## src/rtl/strap_pkg.sv

```systemverilog
package strap_pkg;

   localparam int MULT_W = 6;
   localparam int WIN_W  = 2;

   typedef struct packed {
      logic              host_dir;
      logic              prom_boot;
      logic              boot_host;
      logic              bus_arb;
      logic              auto_release;
      logic              txclk_int;
      logic [WIN_W-1:0]  sram_win;
      logic [WIN_W-1:0]  dram_win;
      logic [MULT_W-1:0] pll_mult;
   } strap_t;

   localparam int STRAP_W = $bits(strap_t);

endpackage

```

## src/rtl/strap_sync.sv

```systemverilog
module strap_sync #(
   parameter int WIDTH  = 8,
   parameter int STAGES = 2
) (
   input  logic             clk,
   input  logic [WIDTH-1:0] d,
   output logic [WIDTH-1:0] q
);

   if (WIDTH < 1) begin : g_bad_width
      $error("strap_sync: WIDTH must be positive");
   end
   if (STAGES < 0) begin : g_bad_stages
      $error("strap_sync: STAGES must not be negative");
   end

   if (STAGES == 0) begin : g_bypass
      logic unused_clk;
      assign unused_clk = clk;
      assign q = d;
   end else begin : g_chain
      logic [WIDTH-1:0] stg [STAGES];
      always_ff @(posedge clk) begin
         stg[0] <= d;
         for (int i = 1; i < STAGES; i++) begin
            stg[i] <= stg[i-1];
         end
      end
      assign q = stg[STAGES-1];
   end

endmodule

```

## src/rtl/strap_capture.sv

```systemverilog
module strap_capture #(
   parameter int WIDTH = 8
) (
   input  logic             clk,
   input  logic             open_n,
   input  logic [WIDTH-1:0] d,
   output logic [WIDTH-1:0] q
);

   // Transparent while chip reset is low; frozen from the first high sample.
   always_ff @(posedge clk) begin
      if (!open_n) begin
         q <= d;
      end
   end

endmodule

```

## src/rtl/mult_check.sv

```systemverilog
module mult_check #(
   parameter int W   = 6,
   parameter int MIN = 16,
   parameter int MAX = 48
) (
   input  logic [W-1:0] val,
   output logic         bad
);

   localparam int TOP = (1 << W) - 1;
   localparam logic [W-1:0] MIN_V = W'(MIN);
   localparam logic [W-1:0] MAX_V = W'(MAX);

   if (MIN < 0 || MAX > TOP || MIN > MAX) begin : g_bad_range
      $error("mult_check: range does not fit the field");
   end

   logic below;
   logic above;

   if (MIN == 0) begin : g_no_low
      assign below = 1'b0;
   end else begin : g_low
      assign below = (val < MIN_V);
   end

   if (MAX == TOP) begin : g_no_high
      assign above = 1'b0;
   end else begin : g_high
      assign above = (val > MAX_V);
   end

   assign bad = below | above;

endmodule

```

## src/rtl/win_decode.sv

```systemverilog
module win_decode #(
   parameter int CODE_W    = 2,
   parameter int MASK_W    = 30,
   parameter int BASE_LOG2 = 25
) (
   input  logic [CODE_W-1:0] code,
   output logic [MASK_W-1:0] mask
);

   localparam int MAX_LOG2 = BASE_LOG2 + (1 << CODE_W) - 1;

   if (MAX_LOG2 > MASK_W || BASE_LOG2 < 0) begin : g_bad_mask
      $error("win_decode: largest window does not fit MASK_W");
   end

   // Size is 2^(BASE_LOG2+code) bytes; mask has that many low ones.
   always_comb begin
      for (int i = 0; i < MASK_W; i++) begin
         mask[i] = (i < (BASE_LOG2 + int'(code)));
      end
   end

endmodule

```

## src/rtl/rst_release_seq.sv

```systemverilog
module rst_release_seq (
   input  logic clk,
   input  logic sys_rst_n,
   input  logic auto_mode,
   input  logic hold_off,
   input  logic pll_lock,
   input  logic rel_write,
   output logic rst_out_n
);

   logic lock_seen;
   logic sw_rel;
   logic go;

   always_ff @(posedge clk) begin
      if (!sys_rst_n) begin
         lock_seen <= 1'b0;
         sw_rel    <= 1'b0;
      end else begin
         lock_seen <= lock_seen | pll_lock;
         sw_rel    <= sw_rel | rel_write;
      end
   end

   assign go = auto_mode ? lock_seen : sw_rel;

   always_ff @(posedge clk) begin
      if (!sys_rst_n) begin
         rst_out_n <= 1'b0;
      end else begin
         rst_out_n <= rst_out_n | (go & ~hold_off);
      end
   end

endmodule

```

## src/rtl/strap_reset_seq.sv

```systemverilog
module strap_reset_seq
   import strap_pkg::*;
#(
   parameter int SYNC_STAGES    = 2,
   parameter int REG_W          = 32,
   parameter int REL_BIT        = 17,
   parameter int CTRL_W         = 32,
   parameter int DIR_BIT        = 31,
   parameter int PROM_BIT       = 29,
   parameter int BHOST_BIT      = 28,
   parameter int MULT_MIN       = 16,
   parameter int MULT_MAX       = 48,
   parameter int MASK_W         = 30,
   parameter int SRAM_BASE_LOG2 = 25,
   parameter int DRAM_BASE_LOG2 = 27
) (
   input  logic              clk,
   input  logic              sys_rst_n,
   input  logic              strap_host_dir,
   input  logic              strap_prom_boot,
   input  logic              strap_boot_host,
   input  logic              strap_bus_arb,
   input  logic              strap_auto_release,
   input  logic              strap_txclk_int,
   input  logic [WIN_W-1:0]  strap_sram_win,
   input  logic [WIN_W-1:0]  strap_dram_win,
   input  logic [MULT_W-1:0] strap_pll_mult,
   input  logic              pll_lock,
   input  logic              sw_wr,
   input  logic [REG_W-1:0]  sw_wdata,
   output logic [CTRL_W-1:0] ctrl_word,
   output logic              pci_rst_oe,
   output logic              pci_rst_drv_n,
   output logic              rst_out_n,
   output logic              mult_invalid,
   output logic [MULT_W-1:0] pll_mult_o,
   output logic [MASK_W-1:0] sram_mask,
   output logic [MASK_W-1:0] dram_mask,
   output logic              txclk_sel_int,
   output logic              bus_arb_en
);

   if (REL_BIT >= REG_W || REL_BIT < 0) begin : g_bad_rel
      $error("strap_reset_seq: REL_BIT outside register");
   end
   if (DIR_BIT >= CTRL_W || PROM_BIT >= CTRL_W || BHOST_BIT >= CTRL_W ||
       DIR_BIT == PROM_BIT || DIR_BIT == BHOST_BIT || PROM_BIT == BHOST_BIT) begin : g_bad_ctrl
      $error("strap_reset_seq: control bit positions overlap or overflow");
   end

   strap_t raw;
   strap_t synced;
   strap_t latched;
   logic   auto_mode_q;
   logic   rel_write;
   logic   unused_wdata;

   always_comb begin
      raw.host_dir     = strap_host_dir;
      raw.prom_boot    = strap_prom_boot;
      raw.boot_host    = strap_boot_host;
      raw.bus_arb      = strap_bus_arb;
      raw.auto_release = strap_auto_release;
      raw.txclk_int    = strap_txclk_int;
      raw.sram_win     = strap_sram_win;
      raw.dram_win     = strap_dram_win;
      raw.pll_mult     = strap_pll_mult;
   end

   strap_sync #(.WIDTH(STRAP_W), .STAGES(SYNC_STAGES)) u_sync (
      .clk (clk),
      .d   (raw),
      .q   (synced)
   );

   strap_capture #(.WIDTH(STRAP_W)) u_cap (
      .clk    (clk),
      .open_n (sys_rst_n),
      .d      (synced),
      .q      (latched)
   );

   mult_check #(.W(MULT_W), .MIN(MULT_MIN), .MAX(MULT_MAX)) u_mult (
      .val (latched.pll_mult),
      .bad (mult_invalid)
   );

   win_decode #(.CODE_W(WIN_W), .MASK_W(MASK_W), .BASE_LOG2(SRAM_BASE_LOG2)) u_sram_win (
      .code (latched.sram_win),
      .mask (sram_mask)
   );

   win_decode #(.CODE_W(WIN_W), .MASK_W(MASK_W), .BASE_LOG2(DRAM_BASE_LOG2)) u_dram_win (
      .code (latched.dram_win),
      .mask (dram_mask)
   );

   assign auto_mode_q  = latched.auto_release;
   assign rel_write    = sw_wr & sw_wdata[REL_BIT];
   assign unused_wdata = ^sw_wdata;

   rst_release_seq u_rel (
      .clk       (clk),
      .sys_rst_n (sys_rst_n),
      .auto_mode (auto_mode_q),
      .hold_off  (mult_invalid),
      .pll_lock  (pll_lock),
      .rel_write (rel_write),
      .rst_out_n (rst_out_n)
   );

   always_comb begin
      ctrl_word            = '0;
      ctrl_word[DIR_BIT]   = latched.host_dir;
      ctrl_word[PROM_BIT]  = latched.prom_boot;
      ctrl_word[BHOST_BIT] = latched.boot_host;
   end

   assign pci_rst_oe    = latched.host_dir;
   assign pci_rst_drv_n = rst_out_n;
   assign pll_mult_o    = latched.pll_mult;
   assign txclk_sel_int = latched.txclk_int;
   assign bus_arb_en    = latched.bus_arb;

endmodule

```

## config.mk

```make
export PLATFORM = sky130hd
export DESIGN_NAME = strap_reset_seq
export DESIGN_NICKNAME = d
export VERILOG_FILES = /design/src/rtl/strap_pkg.sv /design/src/rtl/strap_sync.sv /design/src/rtl/strap_capture.sv /design/src/rtl/mult_check.sv /design/src/rtl/win_decode.sv /design/src/rtl/rst_release_seq.sv /design/src/rtl/strap_reset_seq.sv
export SDC_FILE = /design/constraint.sdc
export NUM_CORES = 1
export LEC_CHECK = 0
export BUFFER_PORTS_ARGS = -buffer_cell sky130_fd_sc_hd__buf_2
export CAP_MARGIN = 20
export CORE_MARGIN = 2
export CORE_UTILIZATION = 42
export DETAILED_ROUTE_END_ITERATION = 16
export PLACE_DENSITY = 0.84
export SYNTH_ARGS = -nofsm -noshare
export SYNTH_HDL_FRONTEND = slang
export SYNTH_SLANG_ARGS = --single-unit
export TNS_END_PERCENT = 30
```

## constraint.sdc

```tcl
create_clock -name clk -period 3.5 [get_ports clk]
set_input_delay 0.525 -clock clk [delete_from_list [all_inputs] [get_ports clk]]
set_output_delay 0.525 -clock clk [all_outputs]
set_load 0.03 [all_outputs]
```

==> results by group <==
Run status
  – Status: finished clean

STA
  – Max-slew headroom at the worst pin: 57.6%
  – Total of endpoints with negative setup slack in the final report: 0
  – Final clock period utilization by the worst path: around 61%
  – Maximum clock frequency: about 470 MHz
  – Unrepaired setup endpoints after global routing: false
  – Final setup margin: about 1.4 ns
  – Worst Skew: approximately 0.0040 ns
  – Transition time at the pin with the least slew margin: 0.635 ns
  – Post-layout min period: around 2.1 ns
  – Count of pins over their slew limit: 0
  – Count of final hold-check violations: 0
  – Accumulated negative setup slack: 0 ns

CTS
  – Maximum level of the CTS H-tree: 2
  – TritonCTS clock tree: yes
  – Source-to-sink clock delay at the later pin of the worst-skew pair: roughly 0.29 ns
  – Total CTS buffers: 5
  – CTS Root Buffer Type: sky130_fd_sc_hd__clkbuf_8
  – Clock sink count: slightly above 50
  – Bufs on Longest Clock Path: 2
  – Post-cts sizing count: 0
  – Clock transition at the registers of the reported paths: 0.08 ns
  – Post-CTS Hold Fix Bufs: 0
  – Postcts setup bufs: 0

Worst setup path
  – Worst flop-to-flop path endpoint: u_rel.rst_out_n
  – Reg-to-Reg Start: u_cap.q[1]
  – Data required time of the critical path: approximately 3.0 ns
  – Cell Chain, Critical Path: or4_1 > nand3_1 > o21ai_0 > buf_2
  – Startpoint type of the worst setup path: flop
  – Reg2reg setup slack: about 2.3 ns
  – Setup crit start: u_cap.q[1]
  – Highest-delay cell along the critical path: sky130_fd_sc_hd__or4_1
  – Delay of the slowest cell on the worst path: approximately 0.54 ns
  – Data arrival, critical path: roughly 1.6 ns
  – Number of cells on the worst reg-to-reg path: 3
  – Endpoint class of the critical path: primary output
  – Cell family with most CP delay: simple AND/OR/NAND/NOR gates
  – Critical path buffers and inverters: 1
  – Critical setup path kind: flop to primary output
  – Largest fanout on the critical path: 2
  – Number of cells on the critical path: 4
  – Critical path capture point: mult_invalid

Global routing
  – Via count of the first global-routing pass: a little under 700
  – Global Route met3 Usage: 4.25%
  – All-Layer GR Usage: 7.31%
  – Global Route met1 Usage: between 5 and 6%
  – Number of antenna violations at the first check in global routing: 0
  – Global Route met2 Usage: approximately 13%
  – Global-route wire length before repair: about 2800 um
  – Most Used Layer, Global Route: met2
  – Remaining global-route overflow: 0
  – Largest net degree at the start of global routing: 19

Logic synthesis
  – Post-synth EDFFs: 16
  – Average size of a mapped cell: 12.0 sq um
  – Most used DFF post-synth: sky130_fd_sc_hd__dfxtp_1
  – Yosys synthesis warning count: 0
  – Post-synthesis cell type count: 18
  – Post-synthesis sequential area ratio: ~60%
  – Share of synthesized registers carrying an async set or reset: 0%
  – Number of storage elements in the synthesis netlist: 51
  – Post-Synthesis Cells: between 150 and 200
  – Combined area of all synthesized cells: 2030 sq um

Placement
  – Hpwl dp: 1730 um
  – Placer's final routability congestion estimate: between 0.6 and 0.7
  – Number of input and output port buffers inserted: 44
  – Post-Place Setup Slack: 1.67 ns

Cells and area
  – Share of post-route cells with drive strength above 1: between 20% and 30%
  – Antenna Cells: 0
  – Commonest non-fill, non-tap cell in the layout: sky130_fd_sc_hd__conb_1
  – Most used cells in the layout excluding fill and tap cells: 80 x sky130_fd_sc_hd__conb_1, 44 x sky130_fd_sc_hd__buf_2, 35 x sky130_fd_sc_hd__dfxtp_1
  – Layout Area Growth over Synthesis: 0.0616%
  – Fill count: 438
  – FF+latch area: roughly 1200 sq um
  – Total number of nets in the final design: roughly 260
  – Footprint of the multi-input gates: approximately 440 sq um

Power and ir drop
  – Maximum resistive drop on vdd: between 0.4 and 0.5 mV
  – Power Dens Cells: 583 nW/um^2
  – P_leak: about 1.0 nW

Routing
  – Pre-antenna DRT Iters: 3
  – Via-to-Cell Ratio: 3.39
  – Via count of the routed design: roughly 890
  – Routed wire length per instance: 8.12 um
  – Number of remaining DRC errors: 0
  – Detailed Route WL: roughly 2100 um
  – Antenna viol nets, final: 0
  – Starting DRT DRC Count: 13

Floorplanning
  – Die span in y: 73.5 um
  – Floorplan Core Area: roughly 4700 sq um
  – Area of the die: between 5000 and 6000 sq um
  – Horizontal die dimension: 73.5 um
  – Effective utilization at floorplan: between 40% and 50%
  – Row count: 25
  – Boundary Pins: roughly 160

Worst hold path
  – Launch point of the worst hold path: u_sync.g_chain.stg[0][12]
  – Worst hold-check path type: flop to flop

Run
  – Count of max-cap constraint violations: 0
-- sequential cells by signal, indices dropped and copies added (netlist names) --
register	cells
u_rel.lock_seen	1
u_rel.rst_out_n	1
u_rel.sw_rel	1
u_sync.g_chain.stg	32
u_cap.q	16
-- kinds of logic after synthesis --
logic type | count (synthesis) | share of synthesized area (%)
buffers and inverters | 95 | 34.3
DFF | 51 | 58.3
and+or+nand+nor | 12 | 2.84
AOI/OAI and AO/OA | 4 | 1.24
adders and majority gates | 4 | 2.47
other | 2 | 0.371
muxes | 1 | 0.494
-- metal layers --
metal,vias up,share of wire (%)
met5,-,0
met4,0,1.5
met3,4,10
met2,57,58
met1,393,30
li1,433,-
-- cell type report --
| type | count | area share (%) |
|---|---|---|
| tap | 54 | 3.33 |
| clock buffer | 8 | 4.94 |
| multi-input combinational | 101 | 21.9 |
| sequential | 51 | 58.3 |
| timing repair buffer | 44 | 10.9 |
| inverter | 4 | 0.741 |
-- metrics by stage --
| step | hold slack [ns] | cell area [sq um] | cells | utilization, % | power [mW] |
|---|---|---|---|---|---|
| CTS | 0.317 | 2030 | 262 | 43.2 | 1.20 |
| global placement | 0.310 | 1930 | 254 | 41.1 | 0.850 |
| detailed placement | 0.313 | 1930 | 254 | 41.1 | 0.853 |
| floorplan | 0.310 | 2320 | 247 | - | 0.900 |
| finish | 0.325 | 2030 | 262 | 43.2 | 1.18 |
| global route | 0.313 | 2030 | 262 | 43.2 | 1.23 |
-- power breakdown --
| part | switching (mW) | internal [mW] | leakage [nW] |
|---|---|---|---|
| logic | 0.163 | 0.0238 | 0.515 |
| registers | 0.00956 | 0.643 | 0.452 |
| clock network | 0.162 | 0.180 | 0.0515 |
-- Yosys cell counts (all sizes together) (2+ instances only) --
| library cell | count | area share [%] |
|---|---|---|
| buf | 90 | 33 |
| dfxtp | 35 | 35 |
| edfxtp | 16 | 24 |
| nor2 | 5 | 0.93 |
| ha | 4 | 2.5 |
| inv | 4 | 0.74 |
| conb | 2 | 0.37 |
| nand2 | 2 | 0.37 |
| o21ai | 2 | 0.49 |
-- how the worst min path moves through the flow --
stage,slack [ns],cells after the start,end
2_1_floorplan,0.31,0,u_sync.g_chain.stg[1][0]
3_3_place_gp,0.31,0,u_sync.g_chain.stg[1][3]
3_5_place_dp,0.31,0,u_sync.g_chain.stg[1][12]
4_1_cts,0.32,1,u_sync.g_chain.stg[0][7]
5_1_grt,0.31,1,u_sync.g_chain.stg[0][10]
6_report,0.33,0,u_sync.g_chain.stg[1][12]
Power figures use the tool's default switching activity.
